[config.mk]
export PLATFORM = sky130hd
export DESIGN_NAME = search_limit_tracker
export DESIGN_NICKNAME = d
export VERILOG_FILES = /design/src/rtl/slt_pkg.sv /design/src/rtl/slt_event_decode.sv /design/src/rtl/slt_type_cell.sv /design/src/rtl/search_limit_tracker.sv
export SDC_FILE = /design/constraint.sdc
export NUM_CORES = 1
export LEC_CHECK = 0
export ABC_AREA = 1
export BUFFER_PORTS_ARGS = -buffer_cell sky130_fd_sc_hd__buf_2
export CORE_MARGIN = 2
export CORE_UTILIZATION = 40
export DETAILED_ROUTE_END_ITERATION = 7
export GPL_ROUTABILITY_DRIVEN = 0
export PLACE_DENSITY_LB_ADDON = 0.12
export SLEW_MARGIN = 20
export SYNTH_ARGS = -nofsm -noshare
export SYNTH_HDL_FRONTEND = slang
export SYNTH_SLANG_ARGS = --single-unit
[constraint.sdc]
create_clock -name clk -period 8.9 [get_ports clk]
set_input_delay 0.89 -clock clk [delete_from_list [all_inputs] [get_ports clk]]
set_output_delay 0.89 -clock clk [all_outputs]
set_load 0.02 [all_outputs]
[src/rtl/slt_pkg.sv]
package slt_pkg;
   localparam int NUM_TYPES  = 12;
   localparam int NUM_GROUPS = 4;
   localparam int TYPE_W     = 4;
   localparam int RX_TYPES   = 6;

   typedef enum logic [1:0] {
      GRP_RX_IP  = 2'd0,
      GRP_RX_MAC = 2'd1,
      GRP_TX_IP  = 2'd2,
      GRP_TX_MAC = 2'd3
   } slt_group_e;

   // odd kind codes are wildcard matches
   function automatic bit type_is_wild(input int t);
      return (t % 2) == 1;
   endfunction

   function automatic bit type_is_mac(input int t);
      return (t == 4) || (t == 5) || (t == 10) || (t == 11);
   endfunction

   function automatic bit type_is_rx(input int t);
      return t < RX_TYPES;
   endfunction

   function automatic int type_group(input int t);
      if (t < 4)       return int'(GRP_RX_IP);
      else if (t < 6)  return int'(GRP_RX_MAC);
      else if (t < 10) return int'(GRP_TX_IP);
      else             return int'(GRP_TX_MAC);
   endfunction
endpackage

[src/rtl/slt_event_decode.sv]
module slt_event_decode
   import slt_pkg::*;
(
   input  logic                  ins_valid_i,
   input  logic [TYPE_W-1:0]     ins_type_i,
   input  logic [NUM_GROUPS-1:0] grp_empty_i,
   output logic [NUM_TYPES-1:0]  hit_o,
   output logic [NUM_TYPES-1:0]  clr_o
);
   for (genvar t = 0; t < NUM_TYPES; t++) begin : g_kind
      localparam int GRP = type_group(t);
      // codes beyond the last kind match no slot
      assign hit_o[t] = ins_valid_i && (ins_type_i == TYPE_W'(t));
      assign clr_o[t] = grp_empty_i[GRP];
   end
endmodule

[src/rtl/slt_type_cell.sv]
module slt_type_cell #(
   parameter int DEPTH_W = 8,
   parameter int LIM_W   = 8,
   parameter int OFFSET  = 1,
   parameter bit PRESENT = 1'b1
) (
   input  logic               clk,
   input  logic               rst_n,
   input  logic               hit_i,
   input  logic [DEPTH_W-1:0] depth_i,
   input  logic               clr_i,
   output logic [LIM_W-1:0]   limit_o,
   output logic               chg_o
);
   localparam int SUM_W     = ((DEPTH_W > LIM_W) ? DEPTH_W : LIM_W) + 2;
   localparam int LIM_MAX_I = (1 << LIM_W) - 1;
   localparam int LIM_RST_I = (OFFSET > LIM_MAX_I) ? LIM_MAX_I : OFFSET;

   if (OFFSET < 0) begin : g_bad_offset
      $error("slt_type_cell: OFFSET must not be negative");
   end

   if (PRESENT) begin : g_track
      logic [DEPTH_W-1:0] depth_q, depth_n;
      logic [LIM_W-1:0]   lim_q, lim_n;
      logic [SUM_W-1:0]   sum;

      always_comb begin
         depth_n = depth_q;
         if (clr_i)
            depth_n = '0;
         else if (hit_i && (depth_i > depth_q))
            depth_n = depth_i;
         sum = SUM_W'(depth_n) + SUM_W'(OFFSET);
         if (sum > SUM_W'(LIM_MAX_I))
            lim_n = LIM_W'(LIM_MAX_I);
         else
            lim_n = sum[LIM_W-1:0];
      end

      always_ff @(posedge clk) begin
         if (!rst_n) begin
            depth_q <= '0;
            lim_q   <= LIM_W'(LIM_RST_I);
         end else begin
            depth_q <= depth_n;
            lim_q   <= lim_n;
         end
      end

      assign limit_o = lim_q;
      assign chg_o   = (lim_n != lim_q);

      assert_monotonic_R10: assert property (@(posedge clk) disable iff (!rst_n)
         !clr_i |=> (limit_o >= $past(limit_o)));
      assert_group_clear_R7: assert property (@(posedge clk) disable iff (!rst_n)
         clr_i |=> (limit_o == LIM_W'(LIM_RST_I)));
      assert_floor_R4: assert property (@(posedge clk) disable iff (!rst_n)
         limit_o >= LIM_W'(LIM_RST_I));
   end else begin : g_absent
      logic unused_in;
      assign unused_in = ^{clk, rst_n, hit_i, depth_i, clr_i};
      assign limit_o   = '0;
      assign chg_o     = 1'b0;
   end
endmodule

[src/rtl/search_limit_tracker.sv]
module search_limit_tracker
   import slt_pkg::*;
#(
   parameter int DEPTH_W     = 8,
   parameter int LIM_W       = 8,
   parameter int EXACT_OFS   = 1,
   parameter int WILD_OFS    = 3,
   parameter int RX_MAC_ROWS = 512,
   parameter int TX_MAC_ROWS = 512
) (
   input  logic                       clk,
   input  logic                       rst_n,
   input  logic                       ins_valid_i,
   input  logic [TYPE_W-1:0]          ins_type_i,
   input  logic [DEPTH_W-1:0]         ins_depth_i,
   input  logic [NUM_GROUPS-1:0]      grp_empty_i,
   output logic [NUM_TYPES*LIM_W-1:0] limit_o,
   output logic                       rx_update_o,
   output logic                       tx_update_o
);
   localparam int RX_BITS = RX_TYPES * LIM_W;

   if (LIM_W < 2)              begin : g_chk_lim   $error("LIM_W too small");       end
   if (DEPTH_W < 1)            begin : g_chk_dep   $error("DEPTH_W too small");     end
   if (WILD_OFS < EXACT_OFS)   begin : g_chk_ofs   $error("wild offset below exact"); end
   if (RX_MAC_ROWS < 0 || TX_MAC_ROWS < 0) begin : g_chk_rows $error("negative rows"); end

   logic [NUM_TYPES-1:0] hit, clr, chg;

   slt_event_decode u_dec (
      .ins_valid_i (ins_valid_i),
      .ins_type_i  (ins_type_i),
      .grp_empty_i (grp_empty_i),
      .hit_o       (hit),
      .clr_o       (clr)
   );

   for (genvar t = 0; t < NUM_TYPES; t++) begin : g_cell
      localparam int OFS  = type_is_wild(t) ? WILD_OFS : EXACT_OFS;
      localparam bit PRES = !type_is_mac(t) ? 1'b1 :
                            (type_is_rx(t) ? (RX_MAC_ROWS != 0) : (TX_MAC_ROWS != 0));
      slt_type_cell #(
         .DEPTH_W (DEPTH_W),
         .LIM_W   (LIM_W),
         .OFFSET  (OFS),
         .PRESENT (PRES)
      ) u_cell (
         .clk     (clk),
         .rst_n   (rst_n),
         .hit_i   (hit[t]),
         .depth_i (ins_depth_i),
         .clr_i   (clr[t]),
         .limit_o (limit_o[t*LIM_W +: LIM_W]),
         .chg_o   (chg[t])
      );
   end

   always_ff @(posedge clk) begin
      if (!rst_n) begin
         rx_update_o <= 1'b0;
         tx_update_o <= 1'b0;
      end else begin
         rx_update_o <= |chg[RX_TYPES-1:0];
         tx_update_o <= |chg[NUM_TYPES-1:RX_TYPES];
      end
   end

   assert_rx_strobe_R6: assert property (@(posedge clk) disable iff (!rst_n)
      rx_update_o == (limit_o[RX_BITS-1:0] != $past(limit_o[RX_BITS-1:0])));
   assert_tx_strobe_R6: assert property (@(posedge clk) disable iff (!rst_n)
      tx_update_o == (limit_o[NUM_TYPES*LIM_W-1:RX_BITS] != $past(limit_o[NUM_TYPES*LIM_W-1:RX_BITS])));
   assert_bad_code_R9: assert property (@(posedge clk) disable iff (!rst_n)
      (ins_valid_i && (ins_type_i >= TYPE_W'(NUM_TYPES)) && (grp_empty_i == '0)) |=> $stable(limit_o));
endmodule

==> impl_results.md, run 1 <==
- MaxCap Viol Count: 0
- Sequential Power Share: 0.440
- Area growth from synthesis to layout: 10.8%
- Crit-path leading delay family: simple AND/OR/NAND/NOR gates
- Cell seen most often among critical-path stages: nand2_1
- Power Internal: approximately 1.5 mW
- Clk_skew: around 11 ps
- Total gr overflow: 0
- First-pass GRT wire length: approximately 67000 um
- Post-route minimum period: around 4300 ps
- TritonRoute pass-1 iters: 5
- Critical-path top delay cell: ha_1
- Pwr dens: approximately 130 nW/um2
- Cells after Synth: 2284
- Diode count: 0
- Routed WL: between 40000 and 50000 um
- Post-synth top area share: 0.270
- Lkg Pwr: approximately 8.3 nW
- Clock latency on the worst-skew pair: between 400 and 500 ps
- Pre-CTS setup slack: approximately 4000 ps
- Final #Nets: 2510
- # rows: 69
- Mux cell area share after synthesis: 0
- TritonCTS Sinks: between 150 and 200
- Pin count of the biggest net entering global routing: between 90 and 100
- Worst slew pin tran: ~1000 ps
- CTS Hold Bufs: 0
- Post-synth EDFFs: 0
- Fin. max-slew vios: 0
- Synth area leader: dfxtp_1
- Arr. time, crit path: around 4700 ps
- Req. time, crit path: roughly 9300 ps
- RSZ-0062 raised after global routing: no
- Placed cell areas: between 15000 and 20000 um2
- Largest family of logic cells by synthesized area: simple AND/OR/NAND/NOR gates
- Synth unique cells: about 40
- Wire per inst: 14.6 um
- Initial antenna violation count: 0
- Synthesized Nets: between 2000 and 2500
- Slew margin rel.: 0.301
- Setup violators final: 0
- Psw: around 0.54 mW
- I/O Buffers: approximately 120
- Period utilisation layout: 0.488
- CTS H-tree lvls: 4
- Post-synthesis compound-gate area fraction: 0.0513
- Clk pwr share: 0.443
- Fmax: 230 MHz
- Reg clk slew, reported paths: roughly 70 ps
- Post-Layout Inst Area: between 15000 and 20000 um2
- CTS resizes: 0
- Die H: ~190 um
- Drc violations: 0
- CTS tree: built
- GR Util All Layers: 0.222
- Crit-path max FO: 21
- Num CTS Buffers: 17
- Final HPWL DP: between 30000 and 40000 um
- Synth Warn #: 0
- Post-synthesis xor/xnor area fraction: 0.0116
- Area share of and/or/nand/nor cells after synthesis: 0.454
- Setup TNS: 0 ps
- Post-DRT Antenna Nets: 0
- CP endpoint kind: flip-flop
- Root Buffer Master: clkbuf_16
- Crit path launch type: input port
- Syn Area/Cell: about 6.3 um2
- Max incr delay on CP: ~300 ps
- Main synth FF type: dfxtp_1
- Avg Vias per Cell: 4.91
- Main area contributors after synthesis: dfxtp_1 (27%), nand2_1 (18%), ha_1 (10%), nand3_1 (9.9%), inv_1 (7.8%)
- Chip width: 194 um
- Routed vias: between 10000 and 15000
- Number of global-route vias before repair: 13097
- Post-CTS setup buffer count: 0
- Die area: approximately 37000 um2
- Top-count cell post-synth: nand2_1
- Core area: approximately 35000 um2
- Sequential area share after synthesis: 0.270
- Hold Violations, Final: 0
- Sw Share: 0.272
- Kind of critical path: input port to flip-flop
- Share of cells above drive strength 1: 0.123
- CP bufs+invs: 6
- Worst vdd rail ir drop: about 0.14 mV
- Top cells by count, synth: nand2_1 (681), inv_1 (300), nor2_1 (289)
- Initial core utilization: 0.405
- Final Worst Setup Slack: ~4600 ps
- Post-Syn Area: around 14000 um2
- Iter 0 DRT Violations: 770
- Synth Area in Adders: 0.104
- Synth Register Bits: between 150 and 200
- Async SR Flop Fraction: 0
- Combinational cell fraction of total power: 0.117
- CTS Buffer Depth: 2
- Status: finished, final reports clean
- Min-delay worst type: flip-flop to flip-flop
- Top Ports: 117
-- stage by stage --
step	power (mW)	hold WS (ps)	utilization	std cells
2_1_floorplan	1.06	541	-	2284
3_3_place_gp	1.13	588	0.430	2813
3_5_place_dp	1.13	588	0.430	2813
4_1_cts	2.02	601	0.449	2844
5_1_grt	2.09	660	0.449	2844
6_report	2.00	606	0.449	2844
-- cell usage in the layout, fill, tap and decap left out, types with 11 or more instances in the layout --
| cell type | instances |
|---|---|
| nand3_2 | 27 |
| a21o_1 | 12 |
| xor2_1 | 16 |
| nor2_4 | 14 |
| o21ai_0 | 15 |
| a21oi_1 | 94 |
| nand2_2 | 25 |
| nand3_1 | 284 |
| inv_2 | 18 |
| clkbuf_16 | 17 |
| buf_2 | 116 |
| nor2_2 | 25 |
| nor2_1 | 289 |
| nand4_1 | 32 |
| ha_1 | 120 |
| dfxtp_1 | 194 |
| inv_1 | 300 |
| nand2_1 | 681 |
| nand2_4 | 11 |
| nand3b_1 | 27 |
-- final timing paths --
| check | start | endpoint | slack, ps | cells past startpoint |
|---|---|---|---|---|
| max | ins_depth_i[0] | rx_update_o | 4560 | 28 |
| min | g_cell[4].u_cell.g_track.depth_q[6] | g_cell[4].u_cell.g_track.depth_q[6] | 610 | 4 |
| max reg2reg | g_cell[5].u_cell.g_track.depth_q[3] | rx_update_o | 5100 | 26 |
| min reg2reg | g_cell[4].u_cell.g_track.depth_q[6] | g_cell[4].u_cell.g_track.depth_q[6] | 610 | 4 |
-- power groups by stage --
stage                     clock network [mW]  registers (mW)  logic [mW]
after floorplan                            0           0.906       0.153
after global placement                     0           0.901       0.229
after detailed placement                   0           0.901       0.233
after CTS                              0.911           0.880       0.234
after global routing                   0.941           0.881       0.264
final                                  0.887           0.880       0.233
-- layer usage --
metal  global-route usage  part of all wire  vias to the layer above  routed length [um]
met5                    0                 0                        -                   0
met4               0.0577             0.017                        0                 700
met3               0.0335             0.044                       36                1840
met2                0.385              0.47                      254               19600
met1                0.287              0.47                     6310               19300
li1                     -                 -                     7362                   -
-- sequential cells by signal, summed over array words and instances, names as in the netlist --
name / cells
tx_update_o: 1
g_cell.u_cell.g_track.depth_q: 96
rx_update_o: 1
g_cell.u_cell.limit_o: 96
-- logic make-up (layout without fill, tap and decap cells) --
| group | Yosys count | in the layout |
|---|---|---|
| AO/OA/AOI/OAI | 137 | 137 |
| XOR/XNOR | 19 | 19 |
| adder cells (fa/ha/maj) | 120 | 120 |
| buffers and inverters | 386 | 485 |
| flip-flops | 194 | 194 |
| AND/OR/NAND/NOR | 1428 | 1428 |
-- cell type report --
cell class              instances  area, um2
well taps                     461        577
multi-input cells            1704       8930
repair buffers                119        603
inverters                     335       1280
flip-flops and latches        194       3880
clock buffers                  19        453
clock inverters                12        203
fillers                      3785      19600
-- worst register-to-register path, delay by kind of cell (launching register included) --
| kind | cells | cell delay (ps) |
|---|---|---|
| and+or+nand+nor | 19 | 2480 |
| adders and majority gates | 2 | 600 |
| DFF | 1 | 310 |
| buffers and inverters | 5 | 300 |
(Power assumes the default switching activity.)
==> run 2, diff against run 1 <==
==> constraint.sdc (replaced) <==
create_clock -name clk -period 3.9 [get_ports clk]
set_input_delay 0.39 -clock clk [delete_from_list [all_inputs] [get_ports clk]]
set_output_delay 0.39 -clock clk [all_outputs]
set_load 0.02 [all_outputs]
==> run 2 against run 1 <==
First-iteration DRC count up 12%; hold slack lost 370 ps; largest cell class unchanged; critical path depth decreased by 2.
==> impl_results.md, run 2 (same netlist as run 1, synthesis figures left out) <==
- Status: finished, final reports clean
- GR Util All Layers: 0.226
- CP endpoint kind: flip-flop
- Diode count: 0
- Setup TNS: 0 ps
- Setup violators final: 0
- Crit-path max FO: 18
- Initial core utilization: 0.405
- Crit path launch type: flip-flop
- Area growth from synthesis to layout: 14.3%
- Pin count of the biggest net entering global routing: between 70 and 80
- Period utilisation layout: 0.895
- Total power: ~4.5 mW
- Clk_skew: between 15 and 20 ps
- Wire per inst: around 15 um
- Most frequent cells in the layout: nand2_1 (680), inv_1 (300), nor2_1 (289)
- Iter 0 DRT Violations: 860
- Drc violations: 0
- Met1 Use GR: 0.294
- Total gr overflow: 0
- TritonRoute pass-1 iters: 5
- Top Ports: about 120
- Hold Slack: around 240 ps
- CTS Hold Bufs: 0
- Pwr dens: approximately 270 nW/um2
- Post-route minimum period: approximately 3500 ps
- First-pass GRT wire length: 68100 um
- Root Buffer Master: clkbuf_16
- TritonCTS Sinks: 194
- Share of cells above drive strength 1: 0.148
- Die area: approximately 37000 um2
- Post-DRT Antenna Nets: 0
- Final Worst Setup Slack: between 400 and 500 ps
- Number of global-route vias before repair: approximately 13000
- Lkg Pwr: just under 9 nW
- I/O Buffers: 116
- Slew margin rel.: 0.402
- Avg Vias per Cell: a little under 5
- Grt met2 use: 0.385
- MaxCap Viol Count: 0
- Final HPWL DP: 32900 um
- Post-Layout Cell Count: around 3000
- Chip width: roughly 190 um
- Initial antenna violation count: 1
- # rows: 69
- Placed Cells incl. Taps: 2881
- Num CTS Buffers: 17
- Fin. max-slew vios: 0
- Die H: slightly below 200 um
- Clock latency on the worst-skew pair: 470 ps
- CTS tree: built
- Arr. time, crit path: 3850 ps
- Reg clk slew, reported paths: about 80 ps
- CTS Buffer Depth: 2
- Routed WL: 42600 um
- Post-CTS setup buffer count: 0
- Met3 GRT Util: 0.0310
- Kind of critical path: flip-flop to flip-flop
- Fmax: 286 MHz
- Req. time, crit path: 4260 ps
- Final #Nets: between 2000 and 3000
- Hold Violations, Final: 0
- Routed vias: about 14000
- Pre-CTS setup slack: -59.4 ps
- Commonest non-fill, non-tap cell in the layout: nand2_1
- Core area: approximately 35000 um2
- GR peak layer: met2
- Min-delay worst type: input port to flip-flop
- RSZ-0062 raised after global routing: no
- Worst vdd rail ir drop: between 0.3 and 0.4 mV
- Worst slew pin tran: around 900 ps
- CTS H-tree lvls: 4
run 2: cell count changes in the layout (fill, tap and decap cells not counted), sizes merged:
| cell | delta |
|---|---|
| inv | +4 |
| clkbuf | -1 |
| clkinv | +2 |
| buf | +68 |
| bufinv | -3 |
| clkinvlp | -1 |
run 2: final cells by class:
type / count / area [um2]
Fill cell: 3761 / 19100
Tap cell: 461 / 577
Multi-Input combinational cell: 1704 / 8930
Clock inverter: 14 / 171
Clock buffer: 18 / 429
Sequential cell: 194 / 3880
Inverter: 335 / 1280
Timing Repair Buffer: 187 / 1150
run 2: worst max-delay path, stage by stage (launching register included):
cell     delay, ps
dfxtp_1        310
inv_1           60
ha_1           310
nand2_1         90
inv_1           80
nand2_1         70
nand2_1         50
nand2_1         50
nand2_2        150
nand2_4        110
nand2_1         70
nand3_1        160
ha_1           260
inv_1           90
nand4_1        140
nor2_2         190
nand3_4        210
nand2_1        130
inv_1           60
nand2_1         50
nand3_1         80
nor2_1         130
nand3_1        140
nor2_1         190
nand3_1        100
nand2_1         70
inv_1           50
run 2: final timing paths:
kind,slack (ps),cells past startpoint,endpoint,startpoint
min reg2reg,600,4,g_cell[4].u_cell.g_track.depth_q[6],g_cell[4].u_cell.g_track.depth_q[6]
max,410,26,rx_update_o,g_cell[5].u_cell.g_track.depth_q[3]
min,240,4,g_cell[4].u_cell.g_track.depth_q[0],grp_empty_i[1]
max reg2reg,410,26,rx_update_o,g_cell[5].u_cell.g_track.depth_q[3]
run 2: power breakdown:
part	internal (mW)	leakage, nW	switching, mW
Clock	0.973	0.297	0.897
Combinational	0.185	6.78	0.388
Sequential	2.00	1.57	0.0126
run 2: what timing repair did:
item | 4_1_cts | 5_1_grt
endpoints found under the setup margin | 0 | 1
gates resized for setup | 0 | 1
endpoints found under the hold margin | 0 | 0
run 2: per-stage QoR:
stage                util  cell area (um2)
detailed placement  0.446            15800
global placement    0.446            15800
floorplan               -            14400
global route        0.463            16400
CTS                 0.463            16400
finish              0.463            16400
run 2: per-layer routing:
| layer | wire length, um | up-vias |
|---|---|---|
| met5 | 18 | - |
| met4 | 1030 | 2 |
| met3 | 1600 | 52 |
| met2 | 20100 | 261 |
| met1 | 19900 | 6614 |
| li1 | - | 7500 |
